<file path="config.mk">
export PLATFORM = sky130hd
export DESIGN_NAME = pct_xor_tree
export DESIGN_NICKNAME = d
export VERILOG_FILES = /design/src/rtl/pct_xor_tree.sv
export SDC_FILE = /design/constraint.sdc
export NUM_CORES = 1
export LEC_CHECK = 0
export ABC_CLOCK_PERIOD_IN_PS = 4300
export BUFFER_PORTS_ARGS = -buffer_cell sky130_fd_sc_hd__buf_4
export CORE_UTILIZATION = 30
export DETAILED_ROUTE_END_ITERATION = 8
export GPL_TIMING_DRIVEN = 0
export PLACE_DENSITY = 0.73
export SYNTH_ARGS = -nofsm -noshare
export SYNTH_HDL_FRONTEND = slang
export SYNTH_SLANG_ARGS = --single-unit
</file>
<file path="constraint.sdc">
create_clock -name vclk -period 4.3
set_input_delay 0.86 -clock vclk [all_inputs]
set_output_delay 0.86 -clock vclk [all_outputs]
set_load 0.1 [all_outputs]
</file>
<file path="src/rtl/pct_xor_tree.sv">
module pct_xor_tree #(
  parameter int WIDTH = 88
) (
  input  logic [WIDTH-1:0] vec,
  output logic             parity
);

  localparam int LEVELS = (WIDTH > 1) ? $clog2(WIDTH) : 1;
  localparam int PADW   = 1 << LEVELS;

  logic [PADW-1:0] padded;

  generate
    if (PADW > WIDTH) begin : g_pad
      assign padded = {{(PADW-WIDTH){1'b0}}, vec};
    end else begin : g_nopad
      assign padded = vec;
    end
  endgenerate

  // Balanced pairwise reduction, one level per generate step
  genvar l, k;
  generate
    for (l = 0; l <= LEVELS; l++) begin : g_lvl
      logic [(PADW>>l)-1:0] node;
      if (l == 0) begin : g_leaf
        assign node = padded;
      end else begin : g_red
        for (k = 0; k < (PADW >> l); k++) begin : g_pair
          assign node[k] = g_lvl[l-1].node[2*k] ^ g_lvl[l-1].node[2*k+1];
        end
      end
    end
  endgenerate

  assign parity = g_lvl[LEVELS].node[0];

endmodule

</file>
* After elaboration in Yosys (flattened, before gate mapping)
Index checks and enable logic that the tools add are counted.
** Word-level totals
- Output and inout port bits :: 1
- Input bits :: 88
- Word-level logic and storage cells :: 87
- Flip-flop bits (word level) :: 0
** Operators by class
- Bitwise logic cells :: 87
** Operator list (count)
- bitwise XOR 1 bit :: 87

* Longest topological paths before layout
Gate-level depths: netlist of the first run.
- Word-level depth :: 7
- Mapped depth :: 6
- Gate-level depth less buffers :: 6

* Worst setup path before layout of the first run
No wires, ideal clock.
- Kind :: input port to output port
- Start point :: in vec[67]
- End point :: out parity
- Buffers on the path :: 0
- Arrival time :: 2.589 ns
- Cell stages on the path :: 6
- Path slack :: 0.851 ns
- Data required time :: 3.440 ns
- Cells stage by stage :: xor2_1 xnor2_1 xnor2_1 xnor2_1 xnor2_1 xnor3_1
** Between the ends
- Word-level cells in the longest chain between the ends :: 6
** Ends and longest elaborated chain
- start, declared :: RTL line 4 : input logic [WIDTH-1:0] vec,
- bitwise XOR 1 bit (6 in a row) :: RTL line 30 : assign node[k] = g_lvl[l-1].node[2*k] ^ g_lvl[l-1].node[2*k+1];
- end, declared :: RTL line 5 : output logic parity
Every way passes these cells.

* Worst setup path after layout of the first run
Ends and elaborated chain as after synthesis.

==> impl_results.rst, run 1 <==
.. list-table::
   :header-rows: 1

   * - Metric
     - Value
   * - Placer's final routability congestion estimate
     - 0.6185
   * - Startpoint of the worst hold path
     - vec[56]
   * - Proportion of netlist area held by the largest area contributor
     - 85.64%
   * - Pin count of the biggest net entering global routing
     - 2
   * - Nets
     - 265
   * - Vias in the first global route
     - 743
   * - Number of resized instances in the post-cts repair step
     - 0
   * - Main area contributors after synthesis
     - xnor2_1, xor2_1, xnor3_1
   * - Number of hold-repair buffers added at the cts stage
     - 0
   * - Stage delay of the slowest cell on the critical path
     - 0.40 ns
   * - Worst setup EP type
     - output port
   * - Total Die Area
     - 2763 µm²
   * - Crit. Startpoint
     - vec[67]
   * - Destination of the critical timing path
     - parity
   * - Status
     - complete, no violations
   * - Most repeated library cell on the critical path
     - xnor2_1
   * - WP depth
     - 8
   * - I/O pin count
     - 89
   * - Area inside the core boundary
     - 2318 µm²
   * - Detailed Route WL
     - 1805 µm
   * - Total standard cell area after synthesis
     - 767.0 µm²
   * - RSZ-0062 raised after global routing
     - no
   * - Clock Buffer Count
     - 0
   * - Critical path arrival
     - 2.43 ns
   * - Path class of the lowest-slack min-delay path
     - input port to output port
   * - Mean area per synthesized cell
     - 8.918 µm²
   * - Buffers added on ports
     - 89
   * - Critical path's top delay family
     - XOR/XNOR gates
   * - Area overhead of the layout relative to synthesis
     - 91.68%
   * - Initial antenna violation count
     - 0
   * - Commonest cells post-synth
     - xnor2_1, xor2_1, xnor3_1
   * - Post-Syn Nets
     - 174
   * - GRT Util Overall
     - 11.53%
   * - Final setup violation count
     - 0
   * - Vias per inst
     - 4.059
   * - Highest clock frequency the design can meet
     - 304.2 MHz
   * - Worst endpoint required time
     - 3.44 ns
   * - Dominant cell by count in the synthesized netlist
     - xnor2_1
   * - Register area
     - 0 µm²
   * - Worst Tran Pin Value
     - 0.2838 ns
   * - Number of cells produced by synthesis
     - 86
   * - Cell Rows
     - 17
   * - Max-Slew Margin vs Limit
     - 81.24%
   * - Share of post-route cells with drive strength above 1
     - 50.86%
   * - Count of final hold-check violations
     - 0
   * - Die width
     - 52.57 µm
   * - Antenna Diode Count
     - 0
   * - Total global routing overflow
     - 0
   * - Cell taking the most area after synthesis
     - xnor2_1
   * - Yosys warns
     - 0
   * - Count of distinct cell types in the synthesized netlist
     - 3
   * - Starting DRT DRC Count
     - 2
   * - Count of antenna-violating nets left after detailed routing
     - 0
   * - Number of buffer and inverter instances along the worst setup path
     - 2
   * - Pins over their slew limit
     - 0
   * - Final HPWL from detailed placement
     - 1769 µm
   * - Critical path cell sequence
     - buf_4 -> xor2_1 -> xnor2_1 -> xnor2_1 -> xnor2_1 -> xnor2_1 -> xnor3_1 -> buf_4
   * - Nature of the critical path startpoint
     - input port
   * - Power density relative to cell area
     - 508.6 nW/µm²
   * - Share of synthesized area occupied by flip-flops and latches
     - 0%
   * - Post-CTS setup buffer count
     - 0
   * - Post-route clock period utilization
     - 76.44%
   * - Post-Route Hold Slack
     - 2.731 ns
   * - Area of combinational cells with multiple inputs
     - 767.0 µm²
   * - DR vias
     - 824
   * - Fin crit period
     - 3.287 ns
   * - Detailed-routing iteration count for the pre-antenna-repair pass
     - 2
   * - Wire length of the first global-routing pass
     - 2511 µm
   * - Critical-path cell with the highest stage delay
     - xnor3_1
   * - Initial Util
     - 33.08%
   * - Static power due to leakage
     - 0.0006409 µW
   * - Top fanout value on the critical path
     - 1
   * - Worst setup path class
     - input port to output port
   * - Die outline height
     - 52.57 µm
   * - Peak supply drop
     - 0.0006084 V
   * - Fillcell total
     - 205
   * - Max Cap Viol
     - 0
   * - Routed length per placed instance
     - 8.892 µm
   * - Number of sequential cells in the layout
     - 0
   * - Number of remaining DRC errors
     - 0
   * - Final total negative setup slack
     - 0 ns
-- worst min-delay path by stage --
| stage | depth (start not counted) | slack (ns) | endpoint |
|---|---|---|---|
| after floorplan | 6 | 2.79 | parity |
| after global placement | 8 | 2.76 | parity |
| final | 8 | 2.73 | parity |
| after CTS | 8 | 2.76 | parity |
| after detailed placement | 7 | 2.76 | parity |
| after global routing | 8 | 2.79 | parity |
-- power breakdown --
part	total, µW	switching, µW	leakage (µW)	internal, µW
Combinational	748	458	0.000641	290
Clock	0	0	0	0
Sequential	0	0	0	0
Total	748	458	0.000641	290
-- per-layer routing --
metal	wire length, µm	global-route usage, %	part of all wire [%]	vias to the layer above
met3	142	0.2899	7.9	0
met1	531	9.231	29	345
li1	-	-	-	437
met4	0	0	0	0
met5	0	0	0	-
met2	1132	29.11	63	42
-- area by class of cell --
cell class	instances	share of cell area [%]
Timing Repair Buffer	89	45.45
Tap cell	28	2.383
Multi-Input combinational cell	86	52.17
-- through the flow --
step	area (µm²)	util, %	setup WS, ns	cells	total power [µW]
4_1_cts	1470	63.41	1.001	203	757.7
5_1_grt	1470	63.41	0.9153	203	777.2
3_3_place_gp	1470	63.41	1.015	203	752.8
3_5_place_dp	1470	63.41	1.019	203	755.9
6_report	1470	63.41	1.013	203	747.7
2_1_floorplan	767.0	-	0.8507	86	466.6
-- placed cells by master, fill, tap and decap left out, drive strengths merged --
master / instances
xnor3: 1
xnor2: 75
xor2: 10
buf: 89
-- kinds of logic (layout without fill, tap and decap cells) --
kind of cell	Yosys count	in the layout	share of synthesized area [%]
XOR/XNOR	86	86	100.0
buffers and inverters	0	89	0
Note: power is estimated with default switching activity, not from simulation.
==> run 2, diff against run 1 <==
ABC_AREA = 1   (was unset)
ABC_CLOCK_PERIOD_IN_PS = 3450   (was 4300)
PLACE_DENSITY = unset   (was 0.73)
clock period = 3.45 ns   (was 4.3 ns; I/O delays follow)
==> impl_results.rst, run 2 <==
.. list-table::
   :header-rows: 1

   * - Metric
     - Value
   * - Final total negative setup slack
     - 0 ns (unchanged)
   * - Count of distinct cell types in the synthesized netlist
     - 11 (+8)
   * - Worst Tran Pin Value
     - 0.2843 ns (+0.0005251 ns)
   * - Top fanout value on the critical path
     - 3 (+2)
   * - Wire length of the first global-routing pass
     - 8438 µm (+240%)
   * - Critical path arrival
     - 2.11 ns (-0.32 ns)
   * - Total standard cell area after synthesis
     - 2023 µm² (+160%)
   * - Status
     - complete, but fails checks
   * - Max-Slew Margin vs Limit
     - 81.20% (about the same)
   * - Die width
     - 84.12 µm (+60%)
   * - Clock Buffer Count
     - 0 (unchanged)
   * - Vias per inst
     - 4.170 (+2.7%)
   * - Routed length per placed instance
     - 7.045 µm (-21%)
   * - Dominant cell by count in the synthesized netlist
     - nand2_1
   * - Final HPWL from detailed placement
     - 4190 µm (+140%)
   * - Endpoint with the worst hold slack
     - parity
   * - Number of remaining DRC errors
     - 8 (+8)
   * - Final setup violation count
     - 0 (unchanged)
   * - Highest clock frequency the design can meet
     - 356.8 MHz
   * - Yosys warns
     - 0 (unchanged)
   * - Cell depth of the worst hold path
     - 13 (+5)
   * - Number of resized instances in the post-cts repair step
     - 0 (unchanged)
   * - Placer's final routability congestion estimate
     - 0.7850 (+27%)
   * - Number of cells produced by synthesis
     - 476 (+450%)
   * - Cell Rows
     - 29 (+12)
   * - Total Die Area
     - 7076 µm² (+160%)
   * - Pins over their slew limit
     - 0 (unchanged)
   * - Share of post-route cells with drive strength above 1
     - 19.82% (-31 points)
   * - Area inside the core boundary
     - 6422 µm² (+180%)
   * - Net switching power figure
     - 312.8 µW (-32%)
   * - Path class of the lowest-slack min-delay path
     - input port to output port
   * - Initial antenna violation count
     - 0 (unchanged)
   * - Static power due to leakage
     - 0.001948 µW (+200%)
   * - Worst endpoint required time
     - 2.76 ns (-0.68 ns)
   * - Max Cap Viol
     - 0 (unchanged)
   * - Starting DRT DRC Count
     - 60 (+58)
   * - Detailed-routing iteration count for the pre-antenna-repair pass
     - 6 (+4)
   * - Post-CTS setup buffer count
     - 0 (unchanged)
   * - Initial Util
     - 31.50% (-1.6 points)
   * - Number of sequential cells in the layout
     - 0 (unchanged)
   * - Detailed Route WL
     - 4523 µm (+150%)
   * - Post-Syn Nets
     - 564 (+220%)
   * - Register area
     - 0 µm² (unchanged)
   * - DR vias
     - 2677 (+220%)
   * - Nature of the critical path startpoint
     - input port
   * - Number of hold-repair buffers added at the cts stage
     - 0 (unchanged)
   * - Worst setup EP type
     - output port
   * - I/O pin count
     - 89 (unchanged)
   * - GRT Util Overall
     - 13.05% (+1.5 points)
   * - Pin count of the biggest net entering global routing
     - 5 (+3)
   * - Worst setup path class
     - input port to output port
   * - Commonest non-fill, non-tap cells in the layout
     - nand2_1, buf_4, inv_1, xnor2_1, nand3_1
   * - Placed insts
     - 642 (+220%)
   * - Main area contributors after synthesis
     - nand2_1, inv_1, xnor2_1
   * - Share of total power in combinational logic
     - 100.0% (about the same)
   * - RSZ-0062 raised after global routing
     - no
   * - Final core area utilization
     - 43.41% (-20 points)
   * - Most common cell after layout, fill and taps aside
     - nand2_1
   * - Area overhead of the layout relative to synthesis
     - 37.79%
   * - Cell taking the most area after synthesis
     - nand2_1
   * - Final cell count without fillers
     - 642 (+220%)
   * - Antenna Diode Count
     - 0 (unchanged)
   * - Count of final hold-check violations
     - 0 (unchanged)
   * - Internal Power
     - 209.3 µW (-28%)
   * - Sequential power share
     - 0% (unchanged)
   * - Count of antenna-violating nets left after detailed routing
     - 0 (unchanged)
   * - Share of synthesized area occupied by flip-flops and latches
     - 0% (unchanged)
   * - Failing checks
     - DRC
   * - Die outline height
     - 84.12 µm (+60%)
   * - Vias in the first global route
     - 2420 (+230%)
   * - Proportion of netlist area held by the largest area contributor
     - 63.64% (-22 points)
   * - Nets
     - 655 (+150%)
   * - Total global routing overflow
     - 0 (unchanged)
   * - Commonest cells post-synth
     - nand2_1, inv_1, xnor2_1
   * - Post-route clock period utilization
     - 81.24%
   * - Startpoint of the worst hold path
     - vec[82]
   * - Power density relative to cell area
     - 187.3 nW/µm² (-63%)
   * - Buffers added on ports
     - 89 (unchanged)
   * - Fin crit period
     - 2.803 ns
   * - Part of the total power dissipated in the clock network
     - 0% (unchanged)
   * - Peak supply drop
     - 0.0001385 V (-77%)
   * - Fraction of power spent switching nets
     - 59.91% (-1.3 points)
   * - Mean area per synthesized cell
     - 4.250 µm² (-52%)
==> run 2: worst max path at each step <==
stage | startpoint | to | slack [ns] | depth (start not counted)
detailed placement | vec[35] | parity | 0.62 | 13
finish | vec[45] | parity | 0.65 | 15
CTS | vec[35] | parity | 0.62 | 13
global placement | vec[35] | parity | 0.67 | 13
global route | vec[45] | parity | 0.41 | 15
floorplan | vec[43] | parity | 0.59 | 13
==> run 2: power groups by stage <==
stage          Combinational [µW]  Sequential, µW  Clock [µW]
4_1_cts                       527               0           0
6_report                      522               0           0
5_1_grt                       601               0           0
2_1_floorplan                 365               0           0
3_3_place_gp                  511               0           0
3_5_place_dp                  526               0           0
==> run 2: logic make-up (layout without fill, tap and decap cells) <==
family                    Yosys count  after routing  share of synthesized area (%)
buffers and inverters              68            157                          12.62
and+or+nand+nor                   373            373                          71.86
xor gates and xnor gates           35             35                          15.52
==> run 2: per-stage QoR <==
stage	worst slack [ns]	power [µW]	hold WS [ns]	area (µm²)
after global placement	0.6694	511.5	2.324	2788
after global routing	0.4079	600.6	2.484	2788
after floorplan	0.5873	364.6	2.421	2023
final	0.6471	522.1	2.337	2788
after detailed placement	0.6207	525.5	2.337	2788
after CTS	0.6175	526.6	2.338	2788
==> run 2: final cells by class <==
class	count	area, µm²
repair buffers	89	668.1
multi-input cells	408	1768
well taps	77	96.34
fillers	736	3635
inverters	68	255.2
==> run 2: critical path, stage by stage <==
cell and delay [ns]:
buf_4 0.11, xnor2_1 0.24, inv_1 0.10, nand2_1 0.07, nand2_1 0.04, nand2_1 0.07
nand2_2 0.07, inv_2 0.05, nand2_1 0.05, nand2_1 0.08, nand2_1 0.05, nand2_1 0.07
nand3_1 0.07, nand2_1 0.06, buf_4 0.28
==> run 2: layer usage <==
layer  global-route usage (%)  vias up  wire, µm
li1                         -     1558         -
met2                    26.53       51      2182
met3                    1.088        2       240
met4                   0.4702        0        19
met1                    15.37     1066      2081
met5                        0        -         0
==> run 3, diff against run 2 <==
ABC_AREA = 0   (was 1)
ABC_CLOCK_PERIOD_IN_PS = 2600   (was 3450)
PLACE_DENSITY = 0.73   (was unset)
clock period = 2.6 ns   (was 3.45 ns; I/O delays follow)
==> impl_results.rst, run 3 (synthesis results as in run 1) <==
.. list-table::
   :header-rows: 1

   * - Metric
     - Value
   * - Status
     - complete, no violations
   * - Post-route clock period utilization
     - 99.99%
   * - Post-CTS setup buffer count
     - 0 (unchanged)
   * - Stage delay of the slowest cell on the critical path
     - 0.45 ns (+0.17 ns)
   * - Final HPWL from detailed placement
     - 1838 µm (-56%)
   * - Vias per inst
     - 4.099 (-1.7%)
   * - Path class of the lowest-slack min-delay path
     - input port to output port
   * - Antenna Diode Count
     - 0 (unchanged)
   * - Buffers added on ports
     - 89 (unchanged)
   * - Peak supply drop
     - 0.001229 V (+790%)
   * - Number of buffer and inverter instances along the worst setup path
     - 2 (-2)
   * - I/O pin count
     - 89 (unchanged)
   * - Initial antenna violation count
     - 0 (unchanged)
   * - Die width
     - 52.57 µm (-38%)
   * - Commonest non-fill, non-tap cells in the layout
     - buf_4, xnor2_1, xnor2_2, xor2_1
   * - Total Die Area
     - 2763 µm² (-61%)
   * - Critical-path cell with the highest stage delay
     - xnor3_2
   * - Detailed-routing iteration count for the pre-antenna-repair pass
     - 2 (-4)
   * - Detailed Route WL
     - 1940 µm (-57%)
   * - Post-route cell area
     - 1562 µm² (-44%)
   * - Total placed instance area
     - 1471 µm² (-47%)
   * - Number of sequential cells in the layout
     - 0 (unchanged)
   * - Wire length of the first global-routing pass
     - 2739 µm (-68%)
   * - Max Cap Viol
     - 0 (unchanged)
   * - Count of final hold-check violations
     - 0 (unchanged)
   * - Starting DRT DRC Count
     - 2 (-97%)
   * - Critical path's top delay family
     - XOR/XNOR gates
   * - Share of post-route cells with drive strength above 1
     - 57.71% (+38 points)
   * - RSZ-0062 raised after global routing
     - yes
   * - Critical path cell sequence
     - buf_4 -> xor2_1 -> xnor2_1 -> xnor2_1 -> xnor2_1 -> xnor2_1 -> xnor3_2 -> buf_8
   * - Critical path arrival
     - 2.08 ns (-0.03 ns)
   * - GRT Util Overall
     - 12.49% (-0.56 points)
   * - Most repeated library cell on the critical path
     - xnor2_1
   * - Clock Buffer Count
     - 0 (unchanged)
   * - Placed insts
     - 203 (-68%)
   * - Vias in the first global route
     - 831 (-66%)
   * - Total global routing overflow
     - 0 (unchanged)
   * - Power density relative to cell area
     - 902.6 nW/µm² (+380%)
   * - Register area
     - 0 µm² (unchanged)
   * - Area overhead of the layout relative to synthesis
     - 103.6%
   * - Routed length per placed instance
     - 9.557 µm (+36%)
   * - DR vias
     - 832 (-69%)
   * - Pins over their slew limit
     - 0 (unchanged)
   * - Fin crit period
     - 2.600 ns
   * - Nets
     - 265 (-60%)
   * - Pin count of the biggest net entering global routing
     - 2 (-3)
   * - Static power due to leakage
     - 0.0007012 µW (-64%)
   * - Cell Rows
     - 17 (-41%)
   * - Max-Slew Margin vs Limit
     - 86.81% (+5.6 points)
   * - Count of antenna-violating nets left after detailed routing
     - 0 (unchanged)
   * - Highest clock frequency the design can meet
     - 384.6 MHz
   * - Worst setup path class
     - input port to output port
   * - Final setup violation count
     - 0 (unchanged)
   * - Initial Util
     - 33.08% (+1.6 points)
   * - Worst endpoint required time
     - 2.08 ns (-0.68 ns)
   * - Number of remaining DRC errors
     - 0 (-8)
   * - Die outline height
     - 52.57 µm (-38%)
   * - Area inside the core boundary
     - 2318 µm² (-64%)
   * - Worst Tran Pin Value
     - 0.1964 ns (-0.08788 ns)
   * - Top fanout value on the critical path
     - 1 (-2)
   * - Most common cell after layout, fill and taps aside
     - buf_4
   * - Final cell count without fillers
     - 203 (-68%)
   * - Placer's final routability congestion estimate
     - 0.6507 (-17%)
   * - Worst setup EP type
     - output port
   * - Nature of the critical path startpoint
     - input port
## run 3: changes by cell type in the layout (fill, tap and decap cells not counted), sizes merged, moves of 3 or more
| cell | previous run | this run |
|---|---|---|
| inv | 68 | 0 |
| nand3 | 15 | 0 |
| xor2 | 13 | 10 |
| xnor2 | 22 | 75 |
| nand2 | 352 | 0 |
| nor2 | 6 | 0 |
## run 3: power breakdown
group	total [µW]	switching, µW	internal [µW]
Clock	0	0	0
Combinational	1410	796	614
Sequential	0	0	0
Total	1410	796	614
## run 3: area by class of cell
class	count	area [µm²]
tap	28	35.03
multi-input combinational	86	850.8
fill	210	757.0
timing repair buffer	89	675.6
## run 3: metrics by stage
stage	worst slack (ns)	utilization [%]	hold slack (ns)	power, µW	TNS, ns
after floorplan	0.1215	-	2.008	832.8	0
after global placement	-0.02126	63.46	2.091	1258	-0.02126
after detailed placement	-0.05359	63.46	2.078	1264	-0.05359
after CTS	0.003634	64.27	2.040	1329	0
after global routing	-0.06850	67.35	2.048	1458	-0.06850
final	0.0001490	67.35	1.969	1409	0
## run 3: worst paths after layout
path / start / end / slack [ns] / cells past startpoint
max: vec[19] / parity / 0.0001 / 8
min: vec[71] / parity / 1.97 / 7
## run 3: routing by layer
layer  track usage [%]  vias to the layer above  part of all wire [%]
met5                 0                        -                     0
met4                 0                        0                     0
met3                 0                        0                   7.2
met2             29.54                       43                    64
met1             11.82                      353                    29
li1                  -                      436                     -
## run 3: what timing repair did
| action | CTS | global route |
|---|---|---|
| pin swaps | 0 | 8 |
| hold buffers | 0 | 0 |
| gates resized for setup | 3 | 10 |
| setup endpoints to repair | 1 | 1 |
